===== src/rtl/vid_seq_pkg.sv =====
package vid_seq_pkg;
  typedef enum logic [1:0] {
    ST_OFF = 2'd0,
    ST_SS  = 2'd1,
    ST_RUN = 2'd2
  } seq_state_e;
endpackage


===== src/rtl/vid_strap_decode.sv =====
module vid_strap_decode #(
  parameter int MV_W = 12
) (
  input  logic            vfix_i,
  input  logic [1:0]      code_i,
  output logic [MV_W-1:0] mv_o
);
  always_comb begin
    unique case ({vfix_i, code_i})
      3'b000:  mv_o = MV_W'(1100);
      3'b001:  mv_o = MV_W'(1000);
      3'b010:  mv_o = MV_W'(900);
      3'b011:  mv_o = MV_W'(800);
      3'b100:  mv_o = MV_W'(1400);
      3'b101:  mv_o = MV_W'(1200);
      3'b110:  mv_o = MV_W'(1000);
      default: mv_o = MV_W'(800);
    endcase
  end
endmodule


===== src/rtl/vid_ref_ramp.sv =====
module vid_ref_ramp #(
  parameter int HW         = 13,
  parameter int MAX_STEP_H = 20
) (
  input  logic          clk_i,
  input  logic          rst_ni,
  input  logic          clr_i,
  input  logic          tick_i,
  input  logic [HW-1:0] step_i,
  input  logic [HW-1:0] tgt_i,
  output logic [HW-1:0] ref_o,
  output logic          busy_o
);
  localparam logic [HW-1:0] MaxStep = HW'(MAX_STEP_H);

  logic [HW-1:0] ref_q, ref_d, gap_up, gap_dn;

  assign gap_up = tgt_i - ref_q;
  assign gap_dn = ref_q - tgt_i;

  always_comb begin
    ref_d = ref_q;
    if (clr_i) ref_d = '0;
    else if (tick_i) begin
      if (ref_q < tgt_i)      ref_d = (gap_up <= step_i) ? tgt_i : ref_q + step_i;
      else if (ref_q > tgt_i) ref_d = (gap_dn <= step_i) ? tgt_i : ref_q - step_i;
    end
  end

  always_ff @(posedge clk_i or negedge rst_ni) begin
    if (!rst_ni) ref_q <= '0;
    else         ref_q <= ref_d;
  end

  assign ref_o  = ref_q;
  assign busy_o = (ref_q != tgt_i);

  a_r3_tick_only: assert property (@(posedge clk_i) disable iff (!rst_ni)
    (!clr_i && !tick_i) |=> $stable(ref_q));

  a_r6_max_slope: assert property (@(posedge clk_i) disable iff (!rst_ni)
    !clr_i |=> (((ref_q >= $past(ref_q)) ? (ref_q - $past(ref_q))
                                         : ($past(ref_q) - ref_q)) <= MaxStep));

  a_r6_no_overshoot: assert property (@(posedge clk_i) disable iff (!rst_ni)
    (!clr_i && ref_q <= tgt_i) |=> (ref_q <= $past(tgt_i)));
endmodule


===== src/rtl/vid_seq_top.sv =====
module vid_seq_top
  import vid_seq_pkg::*;
#(
  parameter int NPLANES    = 2,
  parameter int MV_W       = 12,
  parameter int SS_STEP_H  = 4,
  parameter int VID_STEP_H = 15,
  parameter int MAX_STEP_H = 20
) (
  input  logic                          clk_i,
  input  logic                          rst_ni,
  input  logic                          tick_i,
  input  logic                          en_i,
  input  logic                          por_i,
  input  logic                          pwrok_i,
  input  logic                          strap_clk_i,
  input  logic                          strap_dat_i,
  input  logic                          vfix_mode_i,
  input  logic                          reg_ok_i,
  input  logic                          cmd_valid_i,
  input  logic [NPLANES-1:0]            cmd_plane_i,
  input  logic [MV_W-1:0]               cmd_mv_i,
  output logic                          drv_en_o,
  output logic                          pgood_o,
  output logic [NPLANES*(MV_W+1)-1:0]   ref_o,
  output logic [NPLANES-1:0]            busy_o
);
  localparam int HW = MV_W + 1;
  localparam logic [HW-1:0] SsStep  = HW'(SS_STEP_H);
  localparam logic [HW-1:0] VidStep = HW'(VID_STEP_H);

  seq_state_e st_q;
  logic [HW-1:0] hold_q;
  logic [NPLANES-1:0][HW-1:0] tgt_q;
  logic vfix_q, pwrok_q;
  logic active, clr, all_idle, pwrok_fell;
  logic [MV_W-1:0] dec_mv;
  logic [HW-1:0] step;
  logic [NPLANES-1:0] busy;

  assign active     = en_i & ~por_i;
  assign clr        = (st_q == ST_OFF) | ~active;
  assign step       = (st_q == ST_RUN) ? VidStep : SsStep;
  assign all_idle   = ~|busy;
  assign pwrok_fell = pwrok_q & ~pwrok_i;

  vid_strap_decode #(.MV_W(MV_W)) u_dec (
    .vfix_i (vfix_mode_i),
    .code_i ({strap_clk_i, strap_dat_i}),
    .mv_o   (dec_mv)
  );

  always_ff @(posedge clk_i or negedge rst_ni) begin
    if (!rst_ni) pwrok_q <= 1'b0;
    else         pwrok_q <= pwrok_i;
  end

  always_ff @(posedge clk_i or negedge rst_ni) begin
    if (!rst_ni) begin
      st_q   <= ST_OFF;
      hold_q <= '0;
      vfix_q <= 1'b0;
      tgt_q  <= '0;
    end else if (!active) begin
      st_q   <= ST_OFF;
      hold_q <= '0;
      vfix_q <= 1'b0;
      tgt_q  <= '0;
    end else begin
      unique case (st_q)
        ST_OFF: begin
          hold_q <= {dec_mv, 1'b0};
          vfix_q <= vfix_mode_i;
          for (int p = 0; p < NPLANES; p++) tgt_q[p] <= {dec_mv, 1'b0};
          st_q   <= ST_SS;
        end
        ST_SS: if (all_idle) st_q <= ST_RUN;
        ST_RUN: begin
          if (!vfix_q) begin
            if (pwrok_fell) begin
              for (int p = 0; p < NPLANES; p++) tgt_q[p] <= hold_q;
            end else if (pwrok_i && cmd_valid_i) begin
              for (int p = 0; p < NPLANES; p++)
                if (cmd_plane_i[p]) tgt_q[p] <= {cmd_mv_i, 1'b0};
            end
          end
        end
        default: st_q <= ST_OFF;
      endcase
    end
  end

  for (genvar p = 0; p < NPLANES; p++) begin : g_plane
    logic [HW-1:0] ref_p;
    vid_ref_ramp #(.HW(HW), .MAX_STEP_H(MAX_STEP_H)) u_ramp (
      .clk_i  (clk_i),
      .rst_ni (rst_ni),
      .clr_i  (clr),
      .tick_i (tick_i),
      .step_i (step),
      .tgt_i  (tgt_q[p]),
      .ref_o  (ref_p),
      .busy_o (busy[p])
    );
    assign ref_o[p*HW +: HW] = ref_p;
  end

  assign busy_o   = busy;
  assign drv_en_o = (st_q != ST_OFF);
  assign pgood_o  = (st_q == ST_RUN) & reg_ok_i;

  a_r9_shutdown: assert property (@(posedge clk_i) disable iff (!rst_ni)
    !active |=> (!drv_en_o && !pgood_o && ref_o == '0));

  a_r7_pgood_steady: assert property (@(posedge clk_i) disable iff (!rst_ni)
    (pgood_o && active) |=> (pgood_o || !reg_ok_i));

  a_r2_vfix_locked: assert property (@(posedge clk_i) disable iff (!rst_ni)
    (st_q == ST_RUN && vfix_q && active) |=> $stable(tgt_q));

  a_r5_cmd_gated: assert property (@(posedge clk_i) disable iff (!rst_ni)
    (st_q == ST_RUN && active && !pwrok_i && !pwrok_q) |=> $stable(tgt_q));
endmodule


===== config.mk =====
export PLATFORM = sky130hd
export DESIGN_NAME = vid_seq_top
export DESIGN_NICKNAME = d
export VERILOG_FILES = /design/src/rtl/vid_seq_pkg.sv /design/src/rtl/vid_strap_decode.sv /design/src/rtl/vid_ref_ramp.sv /design/src/rtl/vid_seq_top.sv
export SDC_FILE = /design/constraint.sdc
export NUM_CORES = 1
export LEC_CHECK = 0
export ABC_AREA = 1
export BUFFER_PORTS_ARGS = -buffer_cell sky130_fd_sc_hd__buf_2
export CAP_MARGIN = 15
export CORE_ASPECT_RATIO = 1.75
export CORE_MARGIN = 3
export CORE_UTILIZATION = 50
export CTS_CLUSTER_DIAMETER = 40
export DETAILED_ROUTE_END_ITERATION = 6
export PLACE_DENSITY = 0.65
export SETUP_SLACK_MARGIN = 0.1
export SLEW_MARGIN = 20
export SYNTH_ARGS = -nofsm -noshare
export SYNTH_HDL_FRONTEND = slang
export SYNTH_SLANG_ARGS = --single-unit

===== constraint.sdc =====
create_clock -name clk_i -period 7.1 [get_ports clk_i]
set_input_delay 1.42 -clock clk_i [delete_from_list [all_inputs] [get_ports clk_i]]
set_output_delay 1.42 -clock clk_i [all_outputs]
set_load 0.01 [all_outputs]

After elaboration in Yosys (flattened, before gate mapping). Index checks and enable logic that the tools add are counted.

Flip-flop bits (word level): 69. Word-level logic and storage cells: 90. Input port bits: 25.

Reductions and logical operators: 14. Bitwise logic cells: 7. Order comparisons: 8. Add/subtract/negate cells: 8. Mux-type cells: 28. Equality and inequality tests: 17.

Operators by type and width (count): 13-bit two-way mux (16); 26-bit two-way mux (4); 11-bit case mux with 5 select lines (1); 13-bit by 4-bit less-or-equal comparator with 1-bit output (4); 26-bit case mux with 2 select lines (1); 13-bit subtractor (4); 13-bit by 4-bit adder with 13-bit output (2); 13-bit greater-than comparator (2); 13-bit less-than comparator (2); 13-bit inequality test (2); 13-bit by 4-bit subtractor with 13-bit output (2); 4-bit inequality test (second input constant) (3); 3-bit == test (second input constant) (3); 4-bit AND reduction (2); 3-bit inequality test (second input constant) (2); 2-bit case mux with 3 select lines (1); 2-bit AND reduction (3); 3-bit nonzero test (2); 2-bit two-way mux (2); 4-bit two-way mux (1); 2-bit nonzero test (2); 2-bit OR reduction (2); 1-bit bitwise AND (3); 3-bit by 1-bit == test with 1-bit output (second input constant) (1); 12 further kinds (15).

Logic depth before layout (Yosys ltp).
Depth after elaboration: 8. Gate-level depth with buffers: 23. Mapped depth without buffers: 21.

Hierarchy. A second synthesis with hierarchy kept.

Cells, all modules: 1732. Area, all modules: 10847.9 µm².

Modules (own cells, without submodules): vid_ref_ramp (g_plane[0].u_ramp) (area an instance 4339.2 µm², instances 1, cells each 727); vid_ref_ramp (g_plane[1].u_ramp) (area an instance 4291.6 µm², instances 1, cells each 699); vid_seq_top (area an instance 2123.3 µm², instances 1, cells each 288); vid_strap_decode (area an instance 93.8 µm², instances 1, cells each 18).

Worst setup path before layout. OpenSTA, ideal clock, no wires.

Path type: register to output. From: register g_plane[1].u_ramp.ref_q[9]. To: output port busy_o[1]. Path slack: 3.920 ns. Data required time: 5.680 ns. Arrival: 1.760 ns. Cell stages (with the launch flop): 9. Cell sequence: dfrtp_1 > clkbuf_1 > inv_1 > ha_1 > nand2_1 > nor2_2 > and2_2 > nand4_1 > buf_4.

Word-level cells in the longest chain between the ends: 1.

Ends and longest elaborated chain: from (decl) (RTL line vid_ref_ramp.sv:16) `logic [HW-1:0] ref_q, ref_d, gap_up, gap_dn;`; from (signal assigned) (RTL line vid_ref_ramp.sv:32) `else ref_q <= ref_d;`; 13-bit inequality test (RTL line vid_ref_ramp.sv:36) `assign busy_o = (ref_q != tgt_i);`; to (decl) (RTL line vid_seq_top.sv:26) `output logic [NPLANES-1:0] busy_o`.

No other way between the ends.

Worst setup path after layout.
From: register g_plane[1].u_ramp.ref_q[5]. To: output port busy_o[1].

Same word-level chain as after synthesis.

==> metrics <==
outcome=finished, final reports clean; relative slew slack=approximately 36%; WL/cell=approximately 19 um; max-capacitance violation count=0; core area=about 16000 sq um; H-tree levels=3; Post-Route Skew=about 0.008 ns; first-pass GRT wire length=about 46000 um; cells after synthesis=~1400; final setup margin=between 2 and 3 ns; CP Class=reg2out; commonest non-fill, non-tap cell in the layout=nand2_1; CTS root buf=clkbuf_16; average cell area after synthesis=approximately 6.1 sq um; residual DRC count=0; Worst R2R Setup Slack=~3.2 ns; post-synthesis xor/xnor area fraction=a little over 4%; largest family of logic cells by synthesized area=simple AND/OR/NAND/NOR gates; Post-synth EDFFs=0; final WL=between 20000 and 30000 um; clk slew on worst S/H paths=around 0.060 ns; clk buf depth=2; clock latency on the worst-skew pair=0.33 ns; IO Count=55; pre-CTS WS=about 3.2 ns; Area growth syn-to-layout=7.61%; most frequent cells in the layout=nand2_1, inv_1, nand3_1; Die X=103 um; number of antenna violations at the first check in global routing=1; total grt overflow=0; adder-cell area share of the yosys netlist=13.0%; Via density=5.65; die height=~180 um; Hold Fails Final Rpt=0; All-Layer GR Usage=between 30% and 40%; share of cells above drive strength 1=between 10% and 20%; Initial Utilization=a little over 50%; worst slew pin tran=just under 1 ns; routability cong.=between 1 and 1.5; die area=~18000 sq um; Setup crit start kind=flop; Fmax achieved=between 200 and 250 MHz; final core utilization=55.4%; Synth Area in Simple Gates=between 40% and 50%; CTS tree=done; Vias=~8900; Syn Nets=between 1000 and 1500; GR peak layer=met2; # rows=a little over 60; Hold Slack=0.490 ns; Final Setup Violations=0; Min-Delay Path Class=reg2reg; Inserted Clock Buffers=9; Critical Path Fanout Max=7; Seq/Total Area, Yosys=18.8%; fin crit share=58.0%; Critical Path AT=~2.7 ns; buffers added on ports=54; LEAKAGE=0.00506 uW; power density over the cells=195 nW/um^2; largest net degree at the start of global routing=between 60 and 70; multiplexer share of the synthesized area=0%; RSZ-0062 raised after global routing=false; 1st-iter DRT viols=412; postcts setup bufs=0; met3 usage=~4.2%; Crit. End Element=output pin; hpwl dp=~24000 um; # resized after CTS=0; M1 GR Usage=32.1%; Final ANT Viol Nets=0; Mapped Area=8250 sq um; Nets=about 1500; VDD IR-drop max=roughly 0.12 mV; GR Layer Usage met2=61.0%; WP data required=roughly 5.7 ns; minimum clock period=around 4.1 ns; synthesis-stage register bit count=62; clk sink count=62; Yosys warning total=0; ys async rst share=between 90% and 100%; Post-synth top flop=dfrtp_1; Pins Over Slew Limit=0; Synth Area in Compound Gates=between 7 and 8%; vias in the first global route=around 8800; setup_tns=0 ns; Post-CTS Hold Fix Bufs=0; synth unique cells=between 40 and 50; Detailed Routing Iterations Pass 1=5
## where the power goes
| part | total (uW) | internal (uW) | switching (uW) |
|---|---|---|---|
| clock network | 455 | 291 | 164 |
| logic | 880 | 270 | 610 |
| registers | 398 | 368 | 29.7 |
## layer usage
metal / share of wire (%) / vias up
li1: - / 4359
met1: 34 / 4074
met2: 53 / 345
met3: 4.3 / 139
met4: 8.7 / 0
met5: 0 / -
## flip-flops by register name, indices dropped and copies added, names as in the netlist
| register | count |
|---|---|
| g_plane.u_ramp.ref_o | 26 |
| hold_q | 8 |
| pwrok_q | 1 |
| st_q | 2 |
| tgt_q | 24 |
| vfix_q | 1 |
## final cells by class
class                           count  area (sq um)
Sequential cell                    62          1550
Fill cell                        1723          7150
Inverter                          223           837
Multi-Input combinational cell   1028          5640
Tap cell                          189           236
Antenna cell                        2          5.00
Clock buffer                       13           260
Timing Repair Buffer               59           308
Clock inverter                      3          42.5
## through the flow
step                total power (uW)  instance area [sq um]  cells
finish                          1730                   8880   1579
global route                    1860                   8880   1578
CTS                             1720                   8880   1577
detailed placement              1270                   8570   1561
global placement                1260                   8570   1561
floorplan                       1060                   8250   1351
## logic make-up after synthesis
family,after synthesis
simple gates,796
buf+inv,261
xor+xnor,39
fa+ha+maj,81
compound gates,112
flops,62
## synthesized netlist by cell type (2+ instances only)
master    count  area, sq um
nand2_1     442         1660
inv_1       212          796
nand3_1     156          781
nor2_1       75          282
ha_1         73          913
dfrtp_1      62         1550
nand4_1      45          282
o21ai_0      42          210
xor2_1       35          307
a21oi_1      31          155
nor2_2       23          144
buf_2        17         85.1
nand3_2      16          160
clkbuf_1      9         33.8
nand2_2       9         56.3
nor3_1        9         45.0
o21ai_1       9         45.0
buf_4         8         60.1
fa_1          8          160
inv_2         8         30.0
nor4_1        6         37.5
nor2_4        5         56.3
a31oi_1       4         25.0
buf_6         4         45.0
o21bai_1      4         30.0
o221ai_1      4         35.0
xnor2_1       4         35.0
a21oi_2       3         26.3
clkinv_1      3         11.3
o21bai_2      3         33.8
o22ai_1       3         18.8
a211oi_1      2         15.0
o211ai_1      2         15.0
o31ai_1       2         15.0
or2_2         2         12.5
## path summary, 6_finish.rpt
kind | startpoint | endpoint | cells after the start
max in group asynchronous | rst_ni | hold_q[8] | 2
hold / removal | hold_q[6] | hold_q[6] | 2
hold reg to reg | hold_q[6] | hold_q[6] | 2
setup / recovery | g_plane[1].u_ramp.ref_o[5] | busy_o[1] | 7
setup reg to reg | g_plane[1].u_ramp.ref_o[6] | g_plane[1].u_ramp.ref_o[11] | 13
min in group asynchronous | rst_ni | g_plane[1].u_ramp.ref_o[1] | 2
## critical path: stages (launching register included)
cell and delay (ns):
dfrtp_1 0.52, clkinv_1 0.32, ha_1 0.55, nand2_1 0.16
nor2_2 0.15, and2_2 0.18, nand4_1 0.24, buf_2 0.24
Note: power is estimated with default switching activity, not from simulation.
